File: src/rtl/nbus_pkg.sv
package nbus_pkg;

    // Address window a byte falls into
    typedef enum logic [1:0] {
        RGN_SFR  = 2'd0,
        RGN_MEM  = 2'd1,
        RGN_NONE = 2'd2
    } rgn_e;

    // Sequencer phase
    typedef enum logic [1:0] {
        ST_IDLE = 2'd0,
        ST_XFER = 2'd1,
        ST_DONE = 2'd2
    } st_e;

endpackage

File: src/rtl/nbus_region_dec.sv
module nbus_region_dec
    import nbus_pkg::*;
#(
    parameter int                ADDR_W    = 20,
    parameter logic [ADDR_W-1:0] SFR_LAST  = 20'h002FF,
    parameter logic [ADDR_W-1:0] MEM_FIRST = 20'h00400,
    parameter logic [ADDR_W-1:0] MEM_LAST  = 20'hFFFFF
) (
    input  logic [ADDR_W-1:0] addr,
    output rgn_e              rgn
);

    always_comb begin
        if (addr <= SFR_LAST) begin
            rgn = RGN_SFR;
        end else if ((addr >= MEM_FIRST) && (addr <= MEM_LAST)) begin
            rgn = RGN_MEM;
        end else begin
            rgn = RGN_NONE;
        end
    end

endmodule

File: src/rtl/nbus_wait_timer.sv
module nbus_wait_timer #(
    parameter int MAX_WAIT = 4,
    parameter int CNT_W    = 3
) (
    input  logic             clk,
    input  logic             rst_n,
    input  logic             load,
    input  logic [CNT_W-1:0] load_val,
    output logic             last
);

    logic [CNT_W-1:0] cnt_d;
    logic [CNT_W-1:0] cnt_q;

    always_comb begin
        cnt_d = cnt_q;
        if (load) begin
            cnt_d = load_val;
        end else if (cnt_q != '0) begin
            cnt_d = cnt_q - 1'b1;
        end
    end

    always_ff @(posedge clk or negedge rst_n) begin
        if (!rst_n) begin
            cnt_q <= '0;
        end else begin
            cnt_q <= cnt_d;
        end
    end

    assign last = (cnt_q == CNT_W'(1));

    AST_TIMER_BOUND: assert property (@(posedge clk) disable iff (!rst_n)
        (cnt_q <= CNT_W'(MAX_WAIT)));

    AST_TIMER_STEP: assert property (@(posedge clk) disable iff (!rst_n)
        (!load && cnt_q > CNT_W'(1)) |=> (cnt_q == $past(cnt_q) - 1'b1));

endmodule

File: src/rtl/nbus_byte_lane.sv
module nbus_byte_lane #(
    parameter int DATA_W = 16,
    parameter int IDX_W  = 1
) (
    input  logic [IDX_W-1:0]  idx,
    input  logic [DATA_W-1:0] wdata,
    input  logic [DATA_W-1:0] acc,
    input  logic [7:0]        rbyte,
    output logic [7:0]        wbyte,
    output logic [DATA_W-1:0] acc_nx
);

    localparam int LANES = DATA_W / 8;

    always_comb begin
        wbyte  = '0;
        acc_nx = acc;
        for (int i = 0; i < LANES; i++) begin
            if (idx == IDX_W'(i)) begin
                wbyte            = wdata[i*8 +: 8];
                acc_nx[i*8 +: 8] = rbyte;
            end
        end
    end

endmodule

File: src/rtl/nbus_seq.sv
module nbus_seq
    import nbus_pkg::*;
#(
    parameter int                ADDR_W    = 20,
    parameter int                DATA_W    = 16,
    parameter logic [ADDR_W-1:0] SFR_LAST  = 20'h002FF,
    parameter logic [ADDR_W-1:0] MEM_FIRST = 20'h00400,
    parameter logic [ADDR_W-1:0] MEM_LAST  = 20'hFFFFF,
    parameter int                SFR_WAIT  = 4,
    parameter int                MEM_WAIT  = 1
) (
    input  logic              clk,
    input  logic              rst_n,
    input  logic              req_valid,
    input  logic              req_write,
    input  logic              req_word,
    input  logic [ADDR_W-1:0] req_addr,
    input  logic [DATA_W-1:0] req_wdata,
    output logic              req_ready,
    output logic [DATA_W-1:0] req_rdata,
    output logic              mem_en,
    output logic              mem_we,
    output logic [ADDR_W-1:0] mem_addr,
    output logic [7:0]        mem_wdata,
    input  logic [7:0]        mem_rdata
);

    localparam int LANES     = DATA_W / 8;
    localparam int IDX_W     = (LANES > 1) ? $clog2(LANES) : 1;
    localparam int MAX_WAIT  = (SFR_WAIT > MEM_WAIT) ? SFR_WAIT : MEM_WAIT;
    localparam int CNT_W     = $clog2(MAX_WAIT + 1);
    localparam logic [IDX_W-1:0] LAST_LANE = IDX_W'(LANES - 1);

    typedef struct packed {
        st_e               st;
        logic [ADDR_W-1:0] addr;
        logic              wr;
        logic              wd;
        logic [DATA_W-1:0] wdata;
        logic [IDX_W-1:0]  idx;
        logic [DATA_W-1:0] acc;
    } seq_t;

    seq_t s_d;
    seq_t s_q;

    logic [ADDR_W-1:0] cur_addr;
    logic [ADDR_W-1:0] nxt_addr;
    rgn_e              cur_rgn;
    rgn_e              nxt_rgn;
    logic [CNT_W-1:0]  nxt_wait;
    logic              accept;
    logic              more;
    logic              beat_end;
    logic              tmr_load;
    logic              tmr_last;
    logic [7:0]        rbyte;
    logic [7:0]        wbyte;
    logic [DATA_W-1:0] acc_nx;

    // Byte currently on the memory port and the byte whose wait gets loaded next
    assign cur_addr = s_q.addr + ADDR_W'(s_q.idx);
    assign nxt_addr = (s_q.st == ST_IDLE) ? req_addr : (cur_addr + ADDR_W'(1));

    nbus_region_dec #(
        .ADDR_W    (ADDR_W),
        .SFR_LAST  (SFR_LAST),
        .MEM_FIRST (MEM_FIRST),
        .MEM_LAST  (MEM_LAST)
    ) u_dec_cur (
        .addr (cur_addr),
        .rgn  (cur_rgn)
    );

    nbus_region_dec #(
        .ADDR_W    (ADDR_W),
        .SFR_LAST  (SFR_LAST),
        .MEM_FIRST (MEM_FIRST),
        .MEM_LAST  (MEM_LAST)
    ) u_dec_nxt (
        .addr (nxt_addr),
        .rgn  (nxt_rgn)
    );

    assign nxt_wait = (nxt_rgn == RGN_SFR) ? CNT_W'(SFR_WAIT) : CNT_W'(MEM_WAIT);

    assign accept   = (s_q.st == ST_IDLE) && req_valid;
    assign more     = s_q.wd && (s_q.idx != LAST_LANE);
    assign beat_end = (s_q.st == ST_XFER) && tmr_last;
    assign tmr_load = accept || (beat_end && more);

    nbus_wait_timer #(
        .MAX_WAIT (MAX_WAIT),
        .CNT_W    (CNT_W)
    ) u_timer (
        .clk      (clk),
        .rst_n    (rst_n),
        .load     (tmr_load),
        .load_val (nxt_wait),
        .last     (tmr_last)
    );

    // Unimplemented bytes read as zero regardless of the memory bus
    assign rbyte = (cur_rgn == RGN_NONE) ? 8'h00 : mem_rdata;

    nbus_byte_lane #(
        .DATA_W (DATA_W),
        .IDX_W  (IDX_W)
    ) u_lane (
        .idx    (s_q.idx),
        .wdata  (s_q.wdata),
        .acc    (s_q.acc),
        .rbyte  (rbyte),
        .wbyte  (wbyte),
        .acc_nx (acc_nx)
    );

    always_comb begin
        s_d = s_q;
        case (s_q.st)
            ST_IDLE: begin
                if (req_valid) begin
                    s_d.st    = ST_XFER;
                    s_d.addr  = req_addr;
                    s_d.wr    = req_write;
                    s_d.wd    = req_word;
                    s_d.wdata = req_wdata;
                    s_d.idx   = '0;
                    s_d.acc   = '0;
                end
            end
            ST_XFER: begin
                if (tmr_last) begin
                    s_d.acc = acc_nx;
                    if (more) begin
                        s_d.idx = s_q.idx + 1'b1;
                    end else begin
                        s_d.st = ST_DONE;
                    end
                end
            end
            ST_DONE: begin
                s_d.st = ST_IDLE;
            end
            default: begin
                s_d.st = ST_IDLE;
            end
        endcase
    end

    always_ff @(posedge clk or negedge rst_n) begin
        if (!rst_n) begin
            s_q <= '0;
        end else begin
            s_q <= s_d;
        end
    end

    assign req_ready = (s_q.st == ST_DONE);
    assign req_rdata = s_q.acc;
    assign mem_en    = (s_q.st == ST_XFER) && (cur_rgn != RGN_NONE);
    assign mem_we    = mem_en && s_q.wr;
    assign mem_addr  = (s_q.st == ST_XFER) ? cur_addr : '0;
    assign mem_wdata = mem_we ? wbyte : 8'h00;

    AST_READY_PULSE: assert property (@(posedge clk) disable iff (!rst_n)
        req_ready |=> !req_ready);

    AST_READY_QUIET_PORT: assert property (@(posedge clk) disable iff (!rst_n)
        req_ready |-> (!mem_en && !mem_we));

    AST_READY_AFTER_XFER: assert property (@(posedge clk) disable iff (!rst_n)
        req_ready |-> $past(s_q.st == ST_XFER));

    AST_SFR_HOLD: assert property (@(posedge clk) disable iff (!rst_n)
        (mem_en && (mem_addr <= SFR_LAST) && !tmr_last)
            |=> (mem_en && $stable(mem_addr) && $stable(mem_we)));

    AST_MEM_ONE_CYCLE: assert property (@(posedge clk) disable iff (!rst_n)
        (mem_en && (mem_addr >= MEM_FIRST) && (mem_addr <= MEM_LAST))
            |=> !(mem_en && $stable(mem_addr)));

    AST_GAP_QUIET: assert property (@(posedge clk) disable iff (!rst_n)
        mem_en |-> ((mem_addr <= SFR_LAST) || (mem_addr >= MEM_FIRST)));

endmodule

File: config.mk
export PLATFORM = sky130hd
export DESIGN_NAME = nbus_seq
export DESIGN_NICKNAME = d
export VERILOG_FILES = /design/src/rtl/nbus_pkg.sv /design/src/rtl/nbus_region_dec.sv /design/src/rtl/nbus_wait_timer.sv /design/src/rtl/nbus_byte_lane.sv /design/src/rtl/nbus_seq.sv
export SDC_FILE = /design/constraint.sdc
export NUM_CORES = 1
export LEC_CHECK = 0
export BUFFER_PORTS_ARGS = -buffer_cell sky130_fd_sc_hd__buf_4
export CAP_MARGIN = 10
export CELL_PAD_IN_SITES_DETAIL_PLACEMENT = 1
export CELL_PAD_IN_SITES_GLOBAL_PLACEMENT = 1
export CORE_AREA = 2 2 81 141
export CTS_CLUSTER_DIAMETER = 200
export DETAILED_ROUTE_END_ITERATION = 6
export DIE_AREA = 0 0 83 143
export PLACE_DENSITY = 0.9
export SLEW_MARGIN = 20
export SYNTH_ARGS = -nofsm -noshare
export SYNTH_HDL_FRONTEND = slang
export SYNTH_HIERARCHICAL = 1
export SYNTH_SLANG_ARGS = --single-unit
File: constraint.sdc
create_clock -name clk -period 7.75 [get_ports clk]
set_input_delay 0.3875 -clock clk [delete_from_list [all_inputs] [get_ports clk]]
set_output_delay 0.3875 -clock clk [all_outputs]
set_load 0.01 [all_outputs]
==> results of run 1 <==
==> cells in the final DEF, fill, tap and decap left out, drive strengths merged, types with 7 or more instances in the layout <==
cell type / instances
mux2: 24
clkbuf: 12
o21ai: 26
nand3: 16
nor4: 15
buf: 99
nor3: 7
inv: 17
nor2: 31
and2: 29
dfrtp: 60
a21oi: 10
nand2: 153
xnor2: 12
==> sequential cells by signal, indices dropped and copies added (netlist names) <==
name / cells
u_timer/cnt_q: 3
req_rdata: 16
s_q: 41
==> worst max-delay path: cells and delay by family, from the launching register on <==
family                   cells  cell delay, ns
AND/OR/NAND/NOR              7            2.08
adder cells (fa/ha/maj)      2            0.73
flip-flops                   1            0.35
XOR/XNOR                     1            0.35
buffers and inverters        2            0.29
==> through the flow <==
step	hold slack [ns]	instance area (µm²)
floorplan	0.0919	4440
global placement	0.453	5010
detailed placement	0.463	5010
CTS	0.179	5280
global route	0.206	5290
finish	0.141	5290
==> worst min-delay path by stage <==
stage	from	to	slack [ns]	depth (start not counted)
3_5_place_dp	s_q[34]$_DFFE_PN0P_	s_q[34]$_DFFE_PN0P_	0.46	2
2_1_floorplan	rst_n	req_rdata[0]$_DFFE_PN0P_	0.09	0
6_report	rst_n	s_q[27]$_DFFE_PN0P_	0.14	1
3_3_place_gp	s_q[34]$_DFFE_PN0P_	s_q[34]$_DFFE_PN0P_	0.45	2
4_1_cts	rst_n	s_q[27]$_DFFE_PN0P_	0.18	1
5_1_grt	rst_n	s_q[27]$_DFFE_PN0P_	0.21	1
==> cell type report <==
type / count / area (µm²) / share of cell area
Clock inverter: 4 / 25.0 / 0.00473
Tap cell: 130 / 163 / 0.0307
Sequential cell: 60 / 1500 / 0.284
Inverter: 17 / 63.8 / 0.0121
Multi-Input combinational cell: 412 / 2550 / 0.482
Timing Repair Buffer: 99 / 743 / 0.140
Clock buffer: 12 / 246 / 0.0466
==> layer usage <==
metal,global-route usage,up-vias,share of wire
met4,0.134,0,0.049
met1,0.245,2043,0.36
met3,0.0416,42,0.034
met2,0.453,114,0.55
li1,-,1913,-
met5,0,-,0
==> power groups by stage <==
stage / clock (mW) / sequential (mW) / combinational, mW
after floorplan: 0 / 0.539 / 0.873
after global placement: 0 / 0.592 / 1.08
after detailed placement: 0 / 0.610 / 1.12
after CTS: 0.380 / 0.606 / 1.14
after global routing: 0.396 / 0.631 / 1.24
final: 0.369 / 0.609 / 1.13
==> flow_summary.json, run 1 <==
{
  "status": "complete, no violations",
  "cp.arrival_ns": 4.13,
  "dpl_worst_slack_ns": 3.60,
  "ys_warn_count": 6,
  "avgViaCountPerCell": 5.60,
  "swShare": 0.444,
  "seqPwrFrac": 0.289,
  "hold_buffers": 0,
  "die_h_um": 143,
  "tightest_slew_ns": 1.02,
  "overflow": 0,
  "place_congestion": 0.956,
  "path_clk_slew_ns": 0.05,
  "initial_core_util": 0.415,
  "antenna_found_initial": 0,
  "max_cap_viol_count": 0,
  "drt_iter0_drc": 153,
  "skew_ns": 0.00916,
  "nets": 654,
  "firstDrtPassIters": 6,
  "syn_nets": 593,
  "r2r-start": "s_q[16]$_DFFE_PN0P_",
  "drive_gt1_frac": 0.272,
  "cts_num_sinks": 60,
  "wl_um": 13700,
  "hold_path_class": "input port to async pin",
  "postCtsResizedCells": 0,
  "grt_pass1_vias": 4438,
  "cts_root_buffer": "clkbuf_16",
  "final_util": 0.495,
  "p_leak_nw": 2.53,
  "path_cells": "ha_1 -> ha_1 -> nand3_1 -> or4_4 -> xor2_2 -> inv_1 -> nor4_2 -> and4_1 -> nand2b_1 -> and3_1 -> and2_1 -> buf_4",
  "reg2reg_to": "u_timer/cnt_q[2]$_DFFE_PN0P_",
  "power_mw": 2.11,
  "worstSetupStartpoint": "s_q[16]$_DFFE_PN0P_",
  "finalCritPeriodShare": 0.583,
  "p_comb_frac": 0.536,
  "cts_buffer_depth": 2,
  "portBuffers": 95,
  "io_pins": 96,
  "drc_errors": 0,
  "cpMaxStageDelayCell": "or4_4",
  "fp.coreArea_mm2": 0.0107,
  "grt.total_usage": 0.239,
  "die-area_mm2": 0.0119,
  "placed_cells": 718,
  "final_antenna_net_count": 0,
  "rows": 50,
  "synth_area_mm2": 0.00444,
  "slowest_delay_ns": 0.48,
  "maxSlewHeadroom": 0.314,
  "worstSetupEndpoint": "mem_wdata[0]",
  "synth.avg_cell_area_um2": 8.26,
  "crit_required_ns": 7.36,
  "switchingPower_uw": 935,
  "vdd_drop_max_mv": 0.183,
  "h-tree-depth": 3,
  "fmax_mhz": 221,
  "crit_path_end_kind": "output pin",
  "grt_pass1_wl_um": 22500,
  "finalHoldViolCount": 0,
  "internal_power_mw": 1.17,
  "rrSetupSlack_ns": 3.65,
  "fin_tns_setup_ns": 0,
  "fillers": 1317,
  "grt_max_degree": 61,
  "syn_to_final_growth_pct": 19.1,
  "path_max_fanout": 10,
  "reg2reg_depth": 14,
  "tritoncts": "yes",
  "num_antenna_cells": 0,
  "cts-buffers-inserted": 9,
  "netlist_instances": 538,
  "period_minus_slack_ns": 4.52,
  "dp_hpwl_um": 9950,
  "p_per_area_mw_per_mm2": 398,
  "worstSetupStartpointType": "register",
  "post_drt_wl_per_cell_um": 18.6,
  "timing.final.ws_setup_ns": 3.23,
  "die_w_um": 83,
  "num_vias": 4112,
  "cpMostUsedCell": "ha_1",
  "final-setup-viol-count": 0,
  "slew_viol_final": 0,
  "layout.cells.non_filler": 734,
  "p_clk_frac": 0.175,
  "rsz0062_at_grt": "no",
  "cts_setup_buffers": 0,
  "worstSetupPathType": "register to output pin",
  "clk_latency_ns": 0.34
}
(Power assumes the default switching activity.)
==> run 2, diff against run 1 <==
--- a/config.mk
+++ b/config.mk
@@ -9,11 +9,11 @@
 export CAP_MARGIN = 10
 export CELL_PAD_IN_SITES_DETAIL_PLACEMENT = 1
 export CELL_PAD_IN_SITES_GLOBAL_PLACEMENT = 1
-export CORE_AREA = 2 2 81 141
+export CORE_AREA = 2 2 84 146
 export CTS_CLUSTER_DIAMETER = 200
 export DETAILED_ROUTE_END_ITERATION = 6
-export DIE_AREA = 0 0 83 143
-export PLACE_DENSITY = 0.9
+export DIE_AREA = 0 0 86 148
+export PLACE_DENSITY = 0.84
 export SLEW_MARGIN = 20
 export SYNTH_ARGS = -nofsm -noshare
 export SYNTH_HDL_FRONTEND = slang
==> constraint.sdc (replaced) <==
create_clock -name clk -period 4.7 [get_ports clk]
set_input_delay 0.235 -clock clk [delete_from_list [all_inputs] [get_ports clk]]
set_output_delay 0.235 -clock clk [all_outputs]
set_load 0.01 [all_outputs]
==> run 2 against run 1 <==
Non-clock buffer count stayed put. Global-route usage is 1.9 points lower. Wire length is 2.1% lower. Total power is 64% higher. Largest power group unchanged. Highest routed layer unchanged.
==> flow_summary.json, run 2 (same netlist as run 1, synthesis figures left out) <==
{
  "firstDrtPassIters": 4,
  "wl_met3_um": 395,
  "avgViaCountPerCell": 5.52,
  "slew_viol_final": 0,
  "regArea_mm2": 0.00150,
  "dp_hpwl_um": 9840,
  "largest_reg_flops": 41,
  "critPathTopFamily": "simple AND/OR/NAND/NOR gates",
  "portBuffers": 95,
  "holdWs_ns": 0.00103,
  "cpMaxStageDelayCell": "or2_2",
  "final_cell_mix": "153 x nand2_1, 99 x buf_4, 60 x dfrtp_1",
  "initial_core_util": 0.386,
  "crit_required_ns": 4.47,
  "die_h_um": 148,
  "max_cap_viol_count": 0,
  "finalCritPeriodShare": 0.936,
  "tightest_slew_ns": 0.916,
  "die-area_mm2": 0.0127,
  "num_vias": 4078,
  "place_congestion": 0.911,
  "clk_latency_ns": 0.33,
  "multi_input_area_mm2": 0.00255,
  "grt.total_usage": 0.221,
  "die_w_um": 86,
  "status": "complete, no violations",
  "h-tree-depth": 3,
  "fmax_mhz": 227,
  "crit_path_end_kind": "output pin",
  "nets": 654,
  "fp.coreArea_mm2": 0.0115,
  "io_pins": 96,
  "drive_gt1_frac": 0.272,
  "cts_root_buffer": "clkbuf_16",
  "worstSetupPathType": "register to output pin",
  "cts_buffer_depth": 2,
  "grt_pass1_vias": 4483,
  "dpl_worst_slack_ns": 0.505,
  "rsz0062_at_grt": "no",
  "p_per_area_mw_per_mm2": 655,
  "hold_path_class": "input port to async pin",
  "cts_setup_buffers": 0,
  "slowest_delay_ns": 0.42,
  "cpMostUsedCell": "ha_1",
  "final_common_cell": "nand2_1",
  "largest-register": "s_q",
  "syn_to_final_growth_pct": 19.2,
  "path_max_fanout": 10,
  "drt-met1-wl_um": 4900,
  "crit_buf_inv": 1,
  "grt_pass1_wl_um": 22100,
  "maxUsedRoutingLayer": "met4",
  "final-setup-viol-count": 0,
  "p_leak_nw": 2.53,
  "tritoncts": "yes",
  "period_minus_slack_ns": 4.40,
  "postCtsResizedCells": 0,
  "hold_buffers": 0,
  "worstSetupStartpointType": "register",
  "skew_ns": 0.00542,
  "wl_um": 13400,
  "post_drt_wl_per_cell_um": 18.1,
  "antenna_found_initial": 0,
  "fin_tns_setup_ns": 0,
  "finalHoldViolCount": 0,
  "path_cells": "ha_1 -> ha_1 -> nand3_1 -> or2_2 -> o31a_1 -> or2_0 -> nor4_2 -> and4_1 -> nand2b_1 -> and3_1 -> and2_1 -> buf_4",
  "final_antenna_net_count": 0,
  "maxSlewHeadroom": 0.387,
  "vdd_drop_max_mv": 0.246,
  "rows": 52,
  "drt_iter0_drc": 141,
  "fillers": 1415,
  "drc_errors": 0,
  "cts-buffers-inserted": 9,
  "num_antenna_cells": 0,
  "met2WireLength_um": 7620,
  "timing.final.ws_setup_ns": 0.301,
  "grt_max_degree": 61,
  "cp.arrival_ns": 4.16,
  "overflow": 0,
  "path_clk_slew_ns": 0.06,
  "cts_num_sinks": 60
}
==> run 2: cell counts in the layout (fill, tap and decap cells not counted) <==
No cell type changed its count.
==> run 2: report_power, final <==
| part | switching, mW | internal, mW |
|---|---|---|
| logic | 1.04 | 0.826 |
| registers | 0.255 | 0.740 |
| clock network | 0.240 | 0.369 |
| total | 1.53 | 1.94 |
==> run 2: final cells by class <==
class                           instances  share of cell area
Clock buffer                           12              0.0465
Clock inverter                          4             0.00472
Inverter                               17              0.0120
Multi-Input combinational cell        412               0.481
Sequential cell                        60               0.283
Tap cell                              135              0.0319
Timing Repair Buffer                   99               0.140
==> run 2: routing by layer <==
metal  global-route usage  vias up
li1                     -     1919
met1                0.226     2023
met2                0.428      106
met3               0.0296       30
met4               0.0992        0
met5                    0        -
==> run 2: metrics by stage <==
step           instances  cell area [µm²]  utilization  total power, mW
2_1_floorplan        538             4440            -             2.33
3_3_place_gp         723             5020        0.436             2.75
3_5_place_dp         723             5020        0.436             2.86
4_1_cts              739             5290        0.459             3.49
5_1_grt              739             5300        0.460             3.74
6_report             739             5300        0.460             3.47
==> run 2: worst reg2reg max path, cell delays in order (launching register included) <==
cell and delay, ns:
dfrtp_1 0.35, ha_1 0.30, ha_1 0.41, nand3_1 0.31
nor3_1 0.29, xnor2_1 0.29, nor4_1 0.82, nand3_1 0.15
o221a_1 0.27, nor4_2 0.32, and4_1 0.23, or2_2 0.11
inv_1 0.04, a221oi_1 0.27
==> run 2: worst paths after layout <==
path,start,endpoint,slack (ns),depth (start not counted)
worst max register to register,s_q[35]$_DFFE_PN0P_,u_timer/cnt_q[0]$_DFFE_PN0P_,0.44,13
min in group clk,req_wdata[10],s_q[27]$_DFFE_PN0P_,0.09,3
worst min-delay path,rst_n,s_q[52]$_DFFE_PN0P_,0.001,1
worst max-delay path,s_q[35]$_DFFE_PN0P_,mem_wdata[3],0.30,12
max in group asynchronous,rst_n,req_rdata[10]$_DFFE_PN0P_,4.19,1
worst min register to register,s_q[24]$_DFFE_PN0P_,s_q[24]$_DFFE_PN0P_,0.48,2
==> run 3, diff against run 2 <==
--- a/config.mk
+++ b/config.mk
@@ -13,6 +13,7 @@
 export CTS_CLUSTER_DIAMETER = 200
 export DETAILED_ROUTE_END_ITERATION = 6
 export DIE_AREA = 0 0 86 148
+export MAX_ROUTING_LAYER = met4
 export PLACE_DENSITY = 0.84
 export SLEW_MARGIN = 20
 export SYNTH_ARGS = -nofsm -noshare
==> run 3 against run 2 <==
The run now ends with negative hold slack left. Die area did not move. Largest power group unchanged. Clock skew rose by 0.0030 ns. Core utilization rose by 0.53 points. Sequential power barely moved. Critical path depth did not move. Highest routed layer unchanged. Design area rose by 1.2%. Critical path type unchanged. Sequential cell count did not move. Maximum frequency rose by 2.3%. Clock-buffer cell count rose by 1. Worst setup slack improved by 0.10 ns.
==> flow_summary.json, run 3 (same netlist as run 1, synthesis figures left out) <==
{
  "final_common_cell": "nand2_1",
  "fillers": 1415,
  "worstSetupPathType": "register to output pin",
  "antenna_found_initial": 0,
  "worstSetupStartpointType": "register",
  "initial_core_util": 0.386,
  "cts_root_buffer": "clkbuf_16",
  "dp_hpwl_um": 10100,
  "num_antenna_cells": 0,
  "crit_path_end_kind": "output pin",
  "violations": "negative hold slack",
  "reg2reg_to": "u_timer/cnt_q[2]$_DFFE_PN0P_",
  "final_cell_mix": "153 x nand2_1, 100 x buf_4, 60 x dfrtp_1",
  "portBuffers": 95,
  "die_h_um": 148,
  "firstDrtPassIters": 5,
  "syn_to_final_growth_pct": 20.6,
  "largest_reg_flops": 41,
  "maxSlewHeadroom": 0.435,
  "fp.coreArea_mm2": 0.0115,
  "rows": 52,
  "fin_tns_setup_ns": 0,
  "rsz0062_at_grt": "no",
  "worstSetupEndpoint": "mem_wdata[7]",
  "avgViaCountPerCell": 5.45,
  "crit_required_ns": 4.47,
  "grt.total_usage": 0.224,
  "timing.final.ws_setup_ns": 0.402,
  "io_pins": 96,
  "post_drt_wl_per_cell_um": 18.3,
  "tightest_slew_ns": 0.839,
  "rrSetupSlack_ns": 0.56,
  "cts_num_sinks": 60,
  "tritoncts": "yes",
  "grt_pass1_wl_um": 21600,
  "drive_gt1_frac": 0.278,
  "final-setup-viol-count": 0,
  "max_cap_viol_count": 0,
  "h-tree-depth": 3,
  "worstSetupStartpoint": "s_q[16]$_DFFE_PN0P_",
  "skew_ns": 0.00842,
  "hold_path_class": "input port to async pin",
  "finalHoldViolCount": 14,
  "path_clk_slew_ns": 0.06,
  "dpl_worst_slack_ns": 0.521,
  "multi_input_area_mm2": 0.00255,
  "cts_setup_buffers": 0,
  "overflow": 0,
  "holdWs_ns": -0.0273,
  "regArea_mm2": 0.00150,
  "grt_pass1_vias": 4353,
  "period_minus_slack_ns": 4.30,
  "p_leak_nw": 2.56,
  "place_congestion": 0.900,
  "vdd_drop_max_mv": 0.263,
  "final_antenna_net_count": 0,
  "fmax_mhz": 233,
  "path_max_fanout": 10,
  "status": "finished with violations",
  "reg2reg_depth": 14,
  "wl_um": 13500,
  "cts-buffers-inserted": 9,
  "p_per_area_mw_per_mm2": 668,
  "die_w_um": 86,
  "grt_max_degree": 61,
  "clk_latency_ns": 0.33,
  "cts_buffer_depth": 2,
  "finalCritPeriodShare": 0.914,
  "r2r-start": "s_q[16]$_DFFE_PN0P_",
  "largest-register": "s_q",
  "hold_buffers": 0,
  "die-area_mm2": 0.0127,
  "drt_iter0_drc": 135,
  "drc_errors": 0,
  "num_vias": 4033,
  "slew_viol_final": 0,
  "cp.arrival_ns": 4.06,
  "nets": 655
}
==> run 3: changes by cell type in the layout (fill, tap and decap cells not counted) <==
cell / previous run / this run
bufinv_16: 0 / 1
clkbuf_1: 2 / 0
clkinvlp_4: 2 / 1
clkbuf_8: 1 / 4
buf_4: 99 / 100
ha_2: 0 / 1
ha_1: 6 / 5
clkinv_2: 2 / 1
==> run 3: routing by layer <==
metal | global-route usage | wire length, µm | vias to the layer above | share of wire
li1 | - | - | 1923 | -
met1 | 0.226 | 5020 | 1977 | 0.37
met2 | 0.415 | 7600 | 101 | 0.56
met3 | 0.0296 | 450 | 32 | 0.033
met4 | 0.107 | 460 | 0 | 0.034
met5 | - | 0 | - | 0
==> run 3: worst max-delay path, cell delays in order (launching register included) <==
cell,delay (ns)
dfrtp_1,0.35
ha_1,0.32
ha_2,0.35
nand3_1,0.21
or2_2,0.39
o31a_1,0.33
or2_0,0.33
nor4_2,0.23
and4_1,0.23
nand2b_1,0.25
and3_1,0.39
and2_1,0.20
buf_4,0.14
==> run 3: final cells by class <==
type | instances | area share
Clock inverter | 3 | 0.00794
Timing Repair Buffer | 100 | 0.140
Tap cell | 135 | 0.0315
Inverter | 17 | 0.0119
Sequential cell | 60 | 0.280
Clock buffer | 13 | 0.0523
Multi-Input combinational cell | 412 | 0.476
==> run 3: report_power, final <==
part           switching, mW  internal, mW
logic                   1.04         0.831
clock network          0.241         0.467
registers              0.258         0.740
==> run 3: per-stage QoR <==
step / util / std cells / cell area [µm²] / power [mW]
floorplan: - / 538 / 4440 / 2.33
global placement: 0.436 / 724 / 5020 / 2.78
detailed placement: 0.436 / 724 / 5020 / 2.87
CTS: 0.464 / 740 / 5350 / 3.60
global route: 0.465 / 740 / 5360 / 3.84
finish: 0.465 / 740 / 5360 / 3.58
==> run 3: how the worst min path moves through the flow <==
stage                          endpoint  slack (ns)  cells past startpoint
2_1_floorplan  req_rdata[0]$_DFFE_PN0P_       -0.06                      0
3_3_place_gp        s_q[28]$_DFFE_PN0P_        0.38                      1
3_5_place_dp        s_q[28]$_DFFE_PN0P_        0.38                      1
4_1_cts             s_q[19]$_DFFE_PN0P_        0.03                      1
5_1_grt             s_q[22]$_DFFE_PN0P_        0.05                      1
6_report            s_q[52]$_DFFE_PN0P_       -0.03                      1
==> run 3: repair_timing <==
action                                  4_1_cts  5_1_grt
resized for setup                             0        1
endpoints found under the hold margin         0        0
endpoints found under the setup margin        0        6
